File: src/rtl/mwacc_pkg.sv
package mwacc_pkg;

    localparam int DEF_WORD_W    = 64;
    localparam int DEF_NUM_WORDS = 4;

    // Carry rule for one word lane. The wrapped result is compared with the
    // operand word. A result below it means the addition wrapped. A result
    // equal to it means the lane added nothing of its own, so the incoming
    // carry passes through.
    function automatic logic lane_carry(input logic [DEF_WORD_W-1:0] res,
                                        input logic [DEF_WORD_W-1:0] opw,
                                        input logic                  cin);
        if (res == opw) return cin;
        return (res < opw);
    endfunction

endpackage

File: src/rtl/mwacc_word_add.sv
module mwacc_word_add #(
    parameter int WORD_W = mwacc_pkg::DEF_WORD_W
) (
    input  logic [WORD_W-1:0] acc_w_i,
    input  logic [WORD_W-1:0] opd_w_i,
    input  logic              cin_i,
    output logic [WORD_W-1:0] res_w_o,
    output logic              cout_o
);
    logic [WORD_W-1:0] res_w;

    always_comb begin
        res_w = acc_w_i + opd_w_i + {{(WORD_W-1){1'b0}}, cin_i};
        if (res_w == opd_w_i) cout_o = cin_i;
        else                  cout_o = (res_w < opd_w_i);
    end

    assign res_w_o = res_w;
endmodule

File: src/rtl/mwacc_ovf_judge.sv
module mwacc_ovf_judge (
    input  logic acc_sign_i,
    input  logic opd_sign_i,
    input  logic res_sign_i,
    output logic ovf_o
);
    always_comb begin
        ovf_o = (acc_sign_i == opd_sign_i) && (res_sign_i != acc_sign_i);
    end
endmodule

File: src/rtl/mwacc_top.sv
module mwacc_top #(
    parameter int WORD_W    = mwacc_pkg::DEF_WORD_W,
    parameter int NUM_WORDS = mwacc_pkg::DEF_NUM_WORDS
) (
    input  logic                        clk,
    input  logic                        rst_n,
    input  logic                        clear_i,
    input  logic                        op_valid_i,
    output logic                        op_ready_o,
    input  logic [NUM_WORDS*WORD_W-1:0] op_data_i,
    output logic [NUM_WORDS*WORD_W-1:0] sum_o,
    output logic                        done_o,
    output logic                        done_ovf_o,
    output logic                        ovf_sticky_o
);
    localparam int TOT_W = NUM_WORDS * WORD_W;
    localparam int IDX_W = (NUM_WORDS > 1) ? $clog2(NUM_WORDS) : 1;
    localparam logic [IDX_W-1:0] POS_LAST = IDX_W'(NUM_WORDS - 1);
    localparam logic [IDX_W-1:0] POS_ONE  = IDX_W'(1);

    typedef logic [NUM_WORDS-1:0][WORD_W-1:0] words_t;

    // Packed index p is significance: p = 0 is the least significant word.
    typedef struct packed {
        logic             busy;
        logic [IDX_W-1:0] pos;
        logic             carry;
        words_t           acc;
        words_t           opnd;
        logic             sticky;
        logic             done;
        logic             done_ovf;
    } state_t;

    state_t s_d, s_q;

    logic [WORD_W-1:0] lane_res;
    logic              lane_cout;
    logic              top_ovf;
    words_t            acc_upd;

    mwacc_word_add #(.WORD_W(WORD_W)) u_lane (
        .acc_w_i (s_q.acc[s_q.pos]),
        .opd_w_i (s_q.opnd[s_q.pos]),
        .cin_i   (s_q.carry),
        .res_w_o (lane_res),
        .cout_o  (lane_cout)
    );

    mwacc_ovf_judge u_judge (
        .acc_sign_i (s_q.acc[NUM_WORDS-1][WORD_W-1]),
        .opd_sign_i (s_q.opnd[NUM_WORDS-1][WORD_W-1]),
        .res_sign_i (lane_res[WORD_W-1]),
        .ovf_o      (top_ovf)
    );

    // Write-back of the lane result into the word under the cursor.
    for (genvar p = 0; p < NUM_WORDS; p++) begin : g_wb
        assign acc_upd[p] = (s_q.busy && (s_q.pos == IDX_W'(p))) ? lane_res
                                                                  : s_q.acc[p];
    end

    always_comb begin
        s_d          = s_q;
        s_d.done     = 1'b0;
        s_d.done_ovf = 1'b0;
        if (clear_i) begin
            s_d.busy   = 1'b0;
            s_d.pos    = '0;
            s_d.carry  = 1'b0;
            s_d.acc    = '0;
            s_d.sticky = 1'b0;
        end else if (s_q.busy) begin
            s_d.acc   = acc_upd;
            s_d.carry = lane_cout;
            if (s_q.pos == POS_LAST) begin
                s_d.busy     = 1'b0;
                s_d.pos      = '0;
                s_d.done     = 1'b1;
                s_d.done_ovf = top_ovf;
                s_d.sticky   = s_q.sticky | top_ovf;
            end else begin
                s_d.pos = s_q.pos + POS_ONE;
            end
        end else if (op_valid_i) begin
            s_d.busy  = 1'b1;
            s_d.pos   = '0;
            s_d.carry = 1'b0;
            s_d.opnd  = words_t'(op_data_i);
        end
    end

    always_ff @(posedge clk or negedge rst_n) begin
        if (!rst_n) s_q <= '0;
        else        s_q <= s_d;
    end

    assign op_ready_o   = !s_q.busy && !clear_i;
    assign sum_o        = TOT_W'(s_q.acc);
    assign done_o       = s_q.done;
    assign done_ovf_o   = s_q.done_ovf;
    assign ovf_sticky_o = s_q.sticky;
endmodule

File: config.mk
export PLATFORM = sky130hd
export DESIGN_NAME = mwacc_top
export DESIGN_NICKNAME = d
export VERILOG_FILES = /design/src/rtl/mwacc_pkg.sv /design/src/rtl/mwacc_word_add.sv /design/src/rtl/mwacc_ovf_judge.sv /design/src/rtl/mwacc_top.sv
export SDC_FILE = /design/constraint.sdc
export NUM_CORES = 1
export LEC_CHECK = 0
export CAP_MARGIN = 0
export CORE_AREA = 2 2 237 239
export DETAILED_ROUTE_END_ITERATION = 10
export DIE_AREA = 0 0 239 241
export PLACE_DENSITY = 0.82
export SYNTH_ARGS = -nofsm -noshare
export SYNTH_HDL_FRONTEND = slang
export SYNTH_SLANG_ARGS = --single-unit
File: constraint.sdc
create_clock -name clk -period 14.1 [get_ports clk]
set_clock_uncertainty 0.15 [all_clocks]
set_input_delay 2.82 -clock clk [delete_from_list [all_inputs] [get_ports clk]]
set_output_delay 2.82 -clock clk [all_outputs]
set_load 0.03 [all_outputs]
==> results.json <==
{
  "use_met3_pct": 6.30,
  "clkTransAtPathRegs_ns": 0.06,
  "place_area_um2": 33700,
  "cts_buffer_depth": 3,
  "final_hold_viol_count": 0,
  "layout_min_cycle_time_ns": 8.26,
  "die_x_um": 239,
  "vias": 21900,
  "pin_count": 520,
  "max_clock_freq_mhz": 121,
  "wl_um": 88800,
  "use_met1_pct": 40.3,
  "synth_top_area_share_pct": 43.3,
  "clock-sinks": 519,
  "ant_nets": 0,
  "area_delta_synth_final_pct": 18.7,
  "clock-root-buffer": "clkbuf_16",
  "gr-usage-met2_pct": 50.9,
  "dr.pass1.iters": 5,
  "drive_above_1_share_pct": 19.3,
  "stdcell_area_um2": 35600,
  "tns_ns": 0,
  "postCtsSetupBuffers": 0,
  "finalNetCount": 3223,
  "synth_edf_count": 0,
  "cts_max_level": 2,
  "grt_pass1_wl_um": 135000,
  "numCtsBuffers": 55,
  "setup_viol": 0,
  "critPathKind": "register to register",
  "grt_overflow": 0,
  "grt_max_degree": 185,
  "antenna_found_initial": 0,
  "synth_ff_type": "dfrtp_1",
  "vdd_drop_max_v": 0.000118,
  "hold_class": "register to register",
  "clock_latency_ns": 0.61,
  "place.gp.congestion": 0.937,
  "critical_path_required_ns": 14.44,
  "dieArea_um2": 57600,
  "setup.worst_path.start_class": "register",
  "coreArea_um2": 54900,
  "grt_usage_pct": 30.7,
  "initial_utilization_pct": 54.6,
  "async_flop_share_pct": 100,
  "grt_pass1_vias": 22600,
  "die_h_um": 241,
  "worst_hold_slack_ns": 0.352,
  "worst-path-max-fanout": 38,
  "post_cts_resize_count": 0,
  "syn_inst": 2641,
  "synth_top_area_cell": "dfrtp_1",
  "top_usage_layer": "met2",
  "portBuffers": 519,
  "period_share_pct": 58.6,
  "finalMaxSlewViolations": 0,
  "synth_area_leaders": "dfrtp_1 (43%), mux2_2 (9.7%), mux4_2 (9.6%)",
  "cts_tree": "built",
  "dp_hpwl_um": 65100,
  "synth_area_per_cell_um2": 11.4,
  "rsz0062_at_grt": "false",
  "drc": 0,
  "avgRoutedWirePerCell_um": 24.8,
  "status": "finished, final reports clean",
  "crit_path_end_kind": "register",
  "leakagePower_nw": 15.2,
  "cap_violations": 0,
  "arrival_ns": 8.60,
  "rows": 86,
  "synth_fp_nets": 3033,
  "hold_buffers": 0,
  "synthTopCellsByCount": "dfrtp_1 (519), buf_4 (264), mux2_2 (257), nand2_1 (242), o21ai_0 (148)",
  "drtIter0Drc": 1941,
  "worstMarginPinSlew_ns": 1.09,
  "ys.warnings.count": 0,
  "synth.most_common_cell": "dfrtp_1",
  "relSlewSlack_pct": 27.4,
  "yosysUniqueCellTypes": 83,
  "powerDensity_nw_per_um2": 222,
  "via_per_inst": 6.12,
  "ys_seq_area_share_pct": 43.3,
  "synth_area_um2": 30000,
  "diodes": 0,
  "ys_ff_latch": 519
}
kinds of logic after synthesis:
| group | Yosys count | synth area share (%) |
|---|---|---|
| compound gates | 574 | 13.0 |
| xor+xnor | 61 | 1.91 |
| fa+ha+maj | 132 | 5.56 |
| buf+inv | 523 | 10.1 |
| flops | 519 | 43.3 |
| mux | 386 | 19.3 |
| simple gates | 446 | 6.85 |
routing by layer:
metal / vias up / wire length, um
li1: 9669 / -
met1: 11100 / 35600
met2: 939 / 43200
met3: 189 / 6970
met5: - / 0
met4: 0 / 3120
cells in the final DEF, fill, tap and decap left out, types with 5 or more instances in the layout:
| cell | instances |
|---|---|
| nand4_1 | 34 |
| nand2_1 | 242 |
| ha_1 | 130 |
| clkdlybuf4s50_1 | 517 |
| buf_4 | 25 |
| a22o_1 | 100 |
| clkinv_2 | 12 |
| a211oi_1 | 6 |
| and3_1 | 5 |
| or3_1 | 5 |
| o21ai_0 | 148 |
| o211ai_1 | 9 |
| a31oi_1 | 16 |
| o21a_1 | 11 |
| clkbuf_1 | 11 |
| xnor2_1 | 34 |
| mux4_2 | 128 |
| o21ai_1 | 16 |
| xor2_1 | 22 |
| o21bai_1 | 15 |
| dfrtp_1 | 517 |
| inv_1 | 112 |
| nand3_1 | 22 |
| a21o_1 | 51 |
| clkbuf_16 | 57 |
| or2_2 | 11 |
| o31ai_1 | 50 |
| nor3_1 | 10 |
| mux2_2 | 257 |
| a21oi_1 | 102 |
| nand2b_1 | 24 |
| xnor2_2 | 5 |
| nor2_1 | 61 |
| clkbuf_8 | 12 |
critical path, stage by stage (launching register included):
cell and delay (ns):
dfrtp_4 0.77, buf_4 0.67, mux4_2 0.65, fa_1 0.46, inv_1 0.09, fa_1 0.22, and2b_1 0.23, o2111ai_4 0.26
a21oi_1 0.19, o211ai_1 0.57, nand2_1 0.14, a21oi_2 0.27, o21ai_0 0.15, xnor2_1 0.49, inv_1 0.11, ha_1 0.32
nand4_1 0.08, nor3_1 0.34, nand3_1 0.23, or4_1 0.64, nor4b_1 0.50, nand3_1 0.13, o31ai_1 0.10, mux2_2 0.36
worst paths after layout:
kind	endpoint	startpoint	depth (start not counted)	slack, ns
worst max-delay path	s_q[515]	s_q[516]	23	5.84
worst min-delay path	s_q[134]	s_q[134]	1	0.35
worst max register to register	s_q[515]	s_q[516]	23	5.84
worst min register to register	s_q[134]	s_q[134]	1	0.35
max in group asynchronous	s_q[233]	rst_n	3	9.20
min in group asynchronous	s_q[70]	rst_n	1	2.06
sequential cells by signal, indices dropped and copies added (netlist names):
register and flops:
done_o 1, done_ovf_o 1, ovf_sticky_o 1, s_q 260, sum_o 256
report_power, final:
| part | switching (W) | leakage (nW) | total, W | internal [W] |
|---|---|---|---|---|
| logic | 0.00251 | 7.79 | 0.00420 | 0.00169 |
| clock network | 0.000616 | 0.925 | 0.00149 | 0.000878 |
| registers | 0.000307 | 6.48 | 0.00219 | 0.00189 |
metrics by stage:
step	instances	power (W)	setup WS, ns	util, %
finish	3581	0.00789	5.84	64.9
global route	3581	0.00833	5.27	64.9
CTS	3581	0.00787	5.71	64.9
detailed placement	3478	0.00634	5.72	61.5
global placement	3478	0.00623	5.96	61.5
floorplan	2641	0.00522	7.41	-
layout make-up:
class | instances | area [um^2]
fill | 4033 | 19300
timing repair buffer | 544 | 5400
sequential | 519 | 13000
multi-input combinational | 1599 | 14000
clock inverter | 23 | 240
clock buffer | 80 | 1630
inverter | 112 | 420
tap | 704 | 881
No activity file was read; power rests on OpenSTA's default activity.
